--- src/rtl/zvs_pkg.sv ---
package zvs_pkg;

    typedef enum logic [2:0] {
        BK_REST,
        BK_RELEASE,
        BK_RESON,
        BK_ZERO,
        BK_RECHG
    } bank_stage_e;

    typedef enum logic [1:0] {
        CT_IDLE,
        CT_ALIGN,
        CT_RUN
    } ctrl_state_e;

endpackage

--- src/rtl/zvs_bank.sv ---
module zvs_bank
    import zvs_pkg::*;
#(
    parameter int T_HALF  = 10,
    parameter int T_ZERO  = 4,
    parameter int T_RECHG = 10
) (
    input  logic clk,
    input  logic rst,
    input  logic trig,
    output logic clamp_o,
    output logic aux_o,
    output logic in_zero_o,
    output logic enter_zero_o,
    output logic done_o
);

    localparam int MAX_A = (T_HALF > T_ZERO) ? T_HALF : T_ZERO;
    localparam int MAX_L = (MAX_A > T_RECHG) ? MAX_A : T_RECHG;
    localparam int CNT_W = $clog2(MAX_L + 1);
    localparam int ON_LEN = T_HALF + T_ZERO;
    localparam int LEN_W = $clog2(ON_LEN + 2);

    typedef struct packed {
        bank_stage_e      stage;
        logic [CNT_W-1:0] cnt;
        logic             clamp;
        logic             aux;
    } bank_reg_t;

    bank_reg_t q, d;

    always_comb begin
        d            = q;
        enter_zero_o = 1'b0;
        done_o       = 1'b0;
        case (q.stage)
            BK_REST: begin
                if (trig) begin
                    d.stage = BK_RELEASE;
                end
            end
            BK_RELEASE: begin
                d.stage = BK_RESON;
                d.cnt   = CNT_W'(T_HALF - 1);
            end
            BK_RESON: begin
                if (q.cnt == '0) begin
                    d.stage      = BK_ZERO;
                    d.cnt        = CNT_W'(T_ZERO - 1);
                    enter_zero_o = 1'b1;
                end else begin
                    d.cnt = q.cnt - 1'b1;
                end
            end
            BK_ZERO: begin
                if (q.cnt == '0) begin
                    d.stage = BK_RECHG;
                    d.cnt   = CNT_W'(T_RECHG - 1);
                end else begin
                    d.cnt = q.cnt - 1'b1;
                end
            end
            BK_RECHG: begin
                if (q.cnt == '0) begin
                    d.stage = BK_REST;
                    done_o  = 1'b1;
                end else begin
                    d.cnt = q.cnt - 1'b1;
                end
            end
            default: d.stage = BK_REST;
        endcase
        d.clamp = (d.stage == BK_REST);
        d.aux   = (d.stage == BK_RESON) || (d.stage == BK_ZERO);
    end

    always_ff @(posedge clk) begin
        if (rst) begin
            q.stage <= BK_REST;
            q.cnt   <= '0;
            q.clamp <= 1'b1;
            q.aux   <= 1'b0;
        end else begin
            q <= d;
        end
    end

    assign clamp_o   = q.clamp;
    assign aux_o     = q.aux;
    assign in_zero_o = (q.stage == BK_ZERO);

    // Checker: length of each auxiliary pulse.
    logic [LEN_W-1:0] alen_q;
    always_ff @(posedge clk) begin
        if (rst)        alen_q <= '0;
        else if (q.aux) alen_q <= alen_q + 1'b1;
        else            alen_q <= '0;
    end

    AST_GATE_EXCL: assert property (@(posedge clk) disable iff (rst)
        !(q.clamp && q.aux));
    AST_CLAMP_FIRST: assert property (@(posedge clk) disable iff (rst)
        $rose(q.aux) |-> !$past(q.clamp));
    AST_AUX_LEN: assert property (@(posedge clk) disable iff (rst)
        ($fell(q.aux) && !$past(rst)) |-> (alen_q == LEN_W'(ON_LEN)));
    AST_RECHG_GAP: assert property (@(posedge clk) disable iff (rst)
        ($rose(q.clamp) && !$past(rst)) |-> !$past(q.aux));

endmodule

--- src/rtl/zvs_ctrl.sv ---
module zvs_ctrl
    import zvs_pkg::*;
#(
    parameter int PAT_W   = 12,
    parameter int T_ALIGN = 3
) (
    input  logic             clk,
    input  logic             rst,
    input  logic [PAT_W-1:0] pat_in,
    input  logic             enter_zero,
    input  logic             run_done,
    output logic             trig_pos,
    output logic             trig_neg,
    output logic [PAT_W-1:0] main_pat,
    output logic             busy
);

    localparam int ACW = $clog2(T_ALIGN + 1);

    typedef struct packed {
        ctrl_state_e      state;
        logic [ACW-1:0]   acnt;
        logic [PAT_W-1:0] target;
        logic [PAT_W-1:0] applied;
        logic [PAT_W-1:0] pend;
        logic             pend_vld;
    } ctrl_reg_t;

    ctrl_reg_t q, d;
    logic      start;

    always_comb begin
        d        = q;
        trig_pos = 1'b0;
        trig_neg = 1'b0;
        start    = 1'b0;
        case (q.state)
            CT_IDLE: begin
                if (q.pend_vld) begin
                    d.target   = q.pend;
                    d.pend_vld = 1'b0;
                    start      = 1'b1;
                end else if (|(pat_in ^ q.applied)) begin
                    d.target = pat_in;
                    start    = 1'b1;
                end
                if (start) begin
                    trig_pos = 1'b1;
                    d.state  = CT_ALIGN;
                    d.acnt   = ACW'(T_ALIGN - 1);
                end
            end
            CT_ALIGN: begin
                if (q.acnt == '0) begin
                    trig_neg = 1'b1;
                    d.state  = CT_RUN;
                end else begin
                    d.acnt = q.acnt - 1'b1;
                end
            end
            CT_RUN: begin
                if (run_done) begin
                    d.state = CT_IDLE;
                end
            end
            default: d.state = CT_IDLE;
        endcase
        if ((q.state != CT_IDLE) && (|(pat_in ^ q.target))) begin
            d.pend     = pat_in;
            d.pend_vld = 1'b1;
        end
        if (enter_zero) begin
            d.applied = q.target;
        end
    end

    always_ff @(posedge clk) begin
        if (rst) begin
            q.state    <= CT_IDLE;
            q.acnt     <= '0;
            q.target   <= '0;
            q.applied  <= '0;
            q.pend     <= '0;
            q.pend_vld <= 1'b0;
        end else begin
            q <= d;
        end
    end

    assign main_pat = q.applied;
    assign busy     = (q.state != CT_IDLE);

    AST_NO_START_BUSY: assert property (@(posedge clk) disable iff (rst)
        trig_pos |-> (q.state == CT_IDLE));
    AST_PEND_SERVED: assert property (@(posedge clk) disable iff (rst)
        ((q.state == CT_IDLE) && q.pend_vld) |=> (busy && !q.pend_vld));

endmodule

--- src/rtl/zvs_commutation_seq.sv ---
module zvs_commutation_seq
    import zvs_pkg::*;
#(
    parameter int PAT_W   = 12,
    parameter int T_HALF  = 10,
    parameter int T_ALIGN = 3,
    parameter int T_ZERO  = 4,
    parameter int T_RECHG = 10
) (
    input  logic             clk,
    input  logic             rst,
    input  logic [PAT_W-1:0] pat_in,
    output logic             clamp_pos,
    output logic             clamp_neg,
    output logic             aux_pos,
    output logic             aux_neg,
    output logic [PAT_W-1:0] main_pat
);

    localparam int NBANK = 2;

    logic [NBANK-1:0] trig_w;
    logic [NBANK-1:0] clamp_w;
    logic [NBANK-1:0] aux_w;
    logic [NBANK-1:0] zero_w;
    logic [NBANK-1:0] enter_w;
    logic [NBANK-1:0] done_w;
    logic             trig_pos;
    logic             trig_neg;
    logic             busy;

    zvs_ctrl #(
        .PAT_W   (PAT_W),
        .T_ALIGN (T_ALIGN)
    ) u_ctrl (
        .clk        (clk),
        .rst        (rst),
        .pat_in     (pat_in),
        .enter_zero (&enter_w),
        .run_done   (&done_w),
        .trig_pos   (trig_pos),
        .trig_neg   (trig_neg),
        .main_pat   (main_pat),
        .busy       (busy)
    );

    assign trig_w = {trig_neg, trig_pos};

    // Bank 0 is the positive rail, bank 1 the negative rail, started later.
    for (genvar b = 0; b < NBANK; b++) begin : g_bank
        localparam int HALF_B = (b == 0) ? T_HALF : (T_HALF - T_ALIGN);
        zvs_bank #(
            .T_HALF  (HALF_B),
            .T_ZERO  (T_ZERO),
            .T_RECHG (T_RECHG)
        ) u_bank (
            .clk          (clk),
            .rst          (rst),
            .trig         (trig_w[b]),
            .clamp_o      (clamp_w[b]),
            .aux_o        (aux_w[b]),
            .in_zero_o    (zero_w[b]),
            .enter_zero_o (enter_w[b]),
            .done_o       (done_w[b])
        );
    end

    assign clamp_pos = clamp_w[0];
    assign clamp_neg = clamp_w[1];
    assign aux_pos   = aux_w[0];
    assign aux_neg   = aux_w[1];

    AST_BANKS_ALIGNED: assert property (@(posedge clk) disable iff (rst)
        (zero_w[0] == zero_w[1]));
    AST_APPLY_IN_ZERO: assert property (@(posedge clk) disable iff (rst)
        (!$stable(main_pat) && !$past(rst)) |-> (zero_w[0] && zero_w[1] && $rose(zero_w[0])));
    AST_REST_CLAMPED: assert property (@(posedge clk) disable iff (rst)
        !busy |-> (clamp_pos && clamp_neg && !aux_pos && !aux_neg));
    AST_NEG_LAGS: assert property (@(posedge clk) disable iff (rst)
        $fell(clamp_neg) |-> !clamp_pos);

endmodule

--- config.mk ---
export PLATFORM = sky130hd
export DESIGN_NAME = zvs_commutation_seq
export DESIGN_NICKNAME = d
export VERILOG_FILES = /design/src/rtl/zvs_pkg.sv /design/src/rtl/zvs_bank.sv /design/src/rtl/zvs_ctrl.sv /design/src/rtl/zvs_commutation_seq.sv
export SDC_FILE = /design/constraint.sdc
export NUM_CORES = 1
export LEC_CHECK = 0
export BUFFER_PORTS_ARGS = -buffer_cell sky130_fd_sc_hd__buf_2
export CELL_PAD_IN_SITES_DETAIL_PLACEMENT = 1
export CELL_PAD_IN_SITES_GLOBAL_PLACEMENT = 2
export CORE_UTILIZATION = 37
export DETAILED_ROUTE_END_ITERATION = 8
export PLACE_DENSITY_LB_ADDON = 0.1
export SYNTH_ARGS = -nofsm -noshare
export SYNTH_HDL_FRONTEND = slang
export SYNTH_SLANG_ARGS = --single-unit
export TNS_END_PERCENT = 30
--- constraint.sdc ---
create_clock -name clk -period 2.2 [get_ports clk]
set_input_delay 0.44 -clock clk [delete_from_list [all_inputs] [get_ports clk]]
set_output_delay 0.44 -clock clk [all_outputs]
set_load 0.02 [all_outputs]
### Word level (Yosys, flattened, before mapping)

Index checks and enable logic that the tools add are counted.

* $add $sub $neg: 3
* equality and inequality tests: 20
* multiplexer cells: 41
* bitwise gates (word level): 2
* reductions and logical operators: 26

Operators by type and width (count)
* case mux 4 bit (4 select lines): 2
* case mux 3 bit (5 select lines): 2
* two-way mux 4 bit: 7
* == test 3 x 2 -> 1 bit (second input constant): 8
* two-way mux 12 bit: 2
* two-way mux 3 bit: 8
* OR reduction 12 bit: 2
* XOR 12 bit: 2
* two-way mux 1 bit: 15
* zero test 3 bit: 4
* AND reduction 2 bit: 5
* zero test 4 bit: 2
* != test 2 bit (second input constant): 4
* nonzero test 2 bit: 4
* nonzero test 4 bit: 2
* subtractor 4 x 1 -> 4 bit (second input constant): 2
* == test 3 x 1 -> 1 bit (second input constant): 2
* == test 3 bit (second input constant): 2
* two-way mux 2 bit: 3
* case mux 2 bit (3 select lines): 1
* AND reduction 3 bit: 2
* zero test 2 bit: 2
* != test 2 x 1 -> 1 bit (second input constant): 2
* case mux 2 bit (2 select lines): 1
* 5 further kinds: 6

* register bits after elaboration: 59
* input bits: 14
* output and inout bits: 16
* word-level logic and storage cells: 106

### Depth between registers and ports, before layout

* depth in word-level cells: 11
* depth in mapped cells: 9
* mapped depth without buffers: 7

### Cells and area by module

From an unflattened synthesis, not the netlist that was laid out.

* cells, all modules: 335
* area total of the unflattened synthesis: 3120.5 sq um

Modules (own cells, without submodules)
* zvs_ctrl: times used 1, cells an instance 204, area each 1998.2 sq um, seq. area each 820.8 sq um
* zvs_bank (g_bank[0].u_bank): times used 1, cells an instance 67, area each 576.8 sq um, seq. area each 180.2 sq um
* zvs_bank (g_bank[1].u_bank): times used 1, cells an instance 62, area each 533.0 sq um, seq. area each 180.2 sq um
* zvs_commutation_seq: times used 1, cells an instance 2, area each 12.5 sq um, seq. area each 0.0 sq um

### Worst setup path before layout

No wires, ideal clock.

* path kind: reg-to-reg
* start point: register g_bank[0].u_bank.q[2] (netlist bit)
* end point: register u_ctrl.q, in the netlist u_ctrl.main_pat[10]
* library setup time: 0.128 ns
* data arrival time: 1.625 ns
* data required time: 2.072 ns
* path slack: 0.447 ns
* stages on the path, launching flop included: 10
* buffers on the path: 2
* clock period less this slack: 1.753 ns
* cell sequence: dfxtp_1 inv_1 ha_1 or3b_1 buf_4 nor2_2 nand4_2 buf_6 mux2i_1 nor2_1

* cells in the longest elaborated chain, start to end: 4

Ends and longest elaborated chain
* start, declared: line zvs_bank.sv:31 `bank_reg_t q, d;`
* zero test 4 bit: line zvs_bank.sv:48 `if (q.cnt == '0) begin`
* two-way mux 1 bit: line zvs_bank.sv:48
* two-way mux 1 bit: line zvs_bank.sv:37 `case (q.stage)`
* AND reduction 2 bit: line zvs_commutation_seq.sv:39 `.enter_zero (&enter_w),`
* end, declared: line zvs_ctrl.sv:29 `ctrl_reg_t q, d;`

Every way passes these cells.
A chain may end at the register's enable or synchronous reset.

### Worst setup path after layout

* start point: register g_bank[1].u_bank.q[2] (netlist bit)
* end point: register u_ctrl.q, in the netlist u_ctrl.main_pat[10]

* cells in the longest elaborated chain, start to end: 4

Ends and longest elaborated chain (line)
* start, declared: zvs_bank.sv:31
* zero test 4 bit: zvs_bank.sv:48
* two-way mux 1 bit: zvs_bank.sv:48
* two-way mux 1 bit: zvs_bank.sv:37
* AND reduction 2 bit: zvs_commutation_seq.sv:39

Every way passes these cells.

==> results.py <==
metrics = {
    "timing": {
        "fin_setup_tns_ns": 0,
        "finClkSkew_ns": 0.01196,
        "setup_viol": 0,
        "slew_headroom": 0.6060,
        "rsz0062_at_grt": "false",
        "tightestPinTransition_ns": 0.5761,
        "fin_crit_ns": 1.947,
        "layout_setup_ws_ns": 0.2529,
        "fin_crit_sh": 0.8850,
        "finalHoldViolCount": 0,
        "max_freq_mhz": 513.6,
        "final-max-slew-violation-count": 0,
    },
    "drt": {
        "vias_per_cell": 5.208,
        "wirelength_um": 7002,
        "drt_iter0_drc": 56,
        "wire_per_inst_um": 15.46,
        "via_count": 2359,
        "antenna_left": 0,
        "drt_pass1_iterations": 4,
        "drt_drc_violations_left": 0,
    },
    "pwr": {
        "power_frac_clock": 0.255,
        "cellPowerDensity_mw_per_mm2": 1049,
        "peakVddDrop_mv": 0.4440,
        "combPwrFrac": 0.343,
        "seq_power_share": 0.402,
        "internal_power_mw": 2.227,
        "p_leak_nw": 1.475,
        "swShare": 0.3754,
        "power.total_mw": 3.565,
        "p_switching_mw": 1.338,
    },
    "cells_and_area": {
        "nFillCells": 944,
        "post-route-cell-area_mm2": 0.003400,
        "layout-drive-gt1-share": 0.2222,
        "final_net_count": 365,
        "diodes": 0,
        "syn_to_final_growth_pct": 11.03,
        "final_cell_mix": "dfxtp_1 (59), mux2i_1 (36), nor2_1 (34), a21oi_1 (30), buf_2 (29)",
        "mostFrequentLayoutCell": "dfxtp_1",
        "utilization": 0.4332,
    },
    "cts": {
        "cts_tree": "yes",
        "cts-resized-gates": 0,
        "cts_hold_buf": 0,
        "clk_latency_ns": 0.34,
        "cts.sinks": 59,
        "numCtsBuffers": 9,
        "cts_root_buf": "clkbuf_8",
        "clockBufferDepth": 2,
        "htree_num_levels": 3,
        "clk_pin_slew_ns": 0.07,
        "post_cts_buffers": 0,
    },
    "floorplan": {
        "fp.dieH_um": 92.97,
        "num_rows": 32,
        "io_pins": 30,
        "start_util": 0.3901,
        "core_mm2": 0.007848,
        "dieArea_mm2": 0.008642,
        "die_w_um": 92.97,
    },
    "synthesis": {
        "synthesis.area_mm2": 0.003062,
        "synth_edf_count": 0,
        "yosys_most_used_dff": "dfxtp_1",
        "synth_area_per_cell_um2": 9.363,
        "syn_inst": 327,
        "synth_warnings": 0,
        "ys_ff_latch": 59,
        "async_reset_ff_frac": 0,
        "syn_nets": 346,
        "yosysSeqAreaShare": 0.3858,
        "ys_types": 41,
    },
    "run": {
        "cap_violations": 0,
    },
    "outcome": {
        "status": "finished, final reports clean",
    },
    "critical_path": {
        "path_buf_inv": 2,
        "critPathKind": "register to register",
        "slowest_stage": "or3b_1",
        "start_kind": "register",
        "required_ns": 2.41,
        "crit_arrival_ns": 2.16,
        "max_stage_delay_ns": 0.52,
        "end_kind": "register",
        "cp_cell_sequence": "inv_1 > ha_1 > or3b_1 > nor2_2 > nand4_2 > buf_4 > mux2i_1 > nor2_1",
        "cp_top_family": "simple AND/OR/NAND/NOR gates",
        "path_max_fanout": 12,
    },
    "global_route": {
        "grt_pass1_wl_um": 11790,
        "antenna_found_initial": 0,
        "grt_usage": 0.1775,
        "grt_max_degree": 26,
        "grt_pass1_vias": 2326,
        "grt_overflow": 0,
    },
    "min_path": {
        "holdCritPathClass": "input port to register",
    },
    "placement": {
        "postPlaceCellArea_mm2": 0.003221,
        "dpl.hpwl_um": 4865,
        "portBuffers": 29,
        "place_ws_ns": 0.1664,
        "gp_congestion": 0.7725,
    },
}
[synthesized netlist by cell type (6+ instances only)]
master	instances	area [um2]
buf_4	13	97.59
nand3_1	6	30.03
mux2i_1	36	360.4
nor3_1	8	40.04
a21oi_1	30	150.1
a31oi_1	6	37.54
dfxtp_1	59	1181
a311oi_2	12	180.2
nor2_1	35	131.4
clkbuf_1	10	37.54
nand2_1	7	26.28
xor2_1	24	210.2
inv_1	10	37.54
o21ai_0	12	60.06
[power by group through the flow]
| stage | Sequential, mW | Clock [mW] | Combinational, mW |
|---|---|---|---|
| finish | 1.43 | 0.910 | 1.22 |
| global route | 1.46 | 0.998 | 1.38 |
| CTS | 1.43 | 0.946 | 1.24 |
| detailed placement | 1.45 | 0 | 1.23 |
| global placement | 1.46 | 0 | 1.23 |
| floorplan | 1.39 | 0 | 1.01 |
[routing by layer]
metal / vias to the layer above / share of wire / GRT usage
met1: 1133 / 0.50 / 0.2334
met3: 8 / 0.023 / 0.03448
li1: 1194 / - / -
met2: 24 / 0.46 / 0.2794
met5: - / 0 / 0
met4: 0 / 0.015 / 0.08077
[cell type report]
| cell class | instances | area [um2] | area share |
|---|---|---|---|
| Multi-Input combinational cell | 224 | 1632 | 0.4799 |
| Sequential cell | 59 | 1181 | 0.3474 |
| Timing Repair Buffer | 42 | 242.7 | 0.07140 |
| Clock buffer | 11 | 151.4 | 0.04453 |
| Tap cell | 102 | 127.6 | 0.03754 |
| Inverter | 10 | 37.54 | 0.01104 |
| Clock inverter | 5 | 27.53 | 0.008097 |
[final timing paths]
path | start | end | slack, ns | cells after the start
max | g_bank[1].u_bank.q[2] | u_ctrl.main_pat[10] | 0.25 | 8
min | pat_in[4] | u_ctrl.q[5] | 0.41 | 3
max reg2reg | g_bank[1].u_bank.q[2] | u_ctrl.main_pat[10] | 0.25 | 8
min reg2reg | u_ctrl.q[38] | u_ctrl.q[38] | 0.48 | 2
[per-stage QoR]
stage / hold WS [ns] / instances
floorplan: 0.4410 / 327
global placement: 0.4539 / 437
detailed placement: 0.4727 / 437
CTS: 0.3972 / 453
global route: 0.4180 / 453
finish: 0.4136 / 453
[flip-flops by register name, indices dropped and copies added (netlist names)]
name	count
u_ctrl.main_pat	12
u_ctrl.q	29
g_bank.u_bank.aux_o	2
g_bank.u_bank.q	14
g_bank.u_bank.clamp_o	2
[worst reg2reg max path: cells and delay by family, from the launching register on]
family,cells,cell delay [ns]
mux,1,0.18
flops,1,0.34
fa+ha+maj,1,0.16
buf+inv,2,0.33
simple gates,4,0.80
[cell families after synthesis]
family / after synthesis / share of synthesized area
AND/OR/NAND/NOR: 84 / 0.1426
AO/OA/AOI/OAI: 73 / 0.1749
flip-flops: 59 / 0.3858
buffers and inverters: 44 / 0.08418
multiplexers: 36 / 0.1177
XOR/XNOR: 26 / 0.07438
adder cells (fa/ha/maj): 5 / 0.02043
Power figures use the tool's default switching activity.
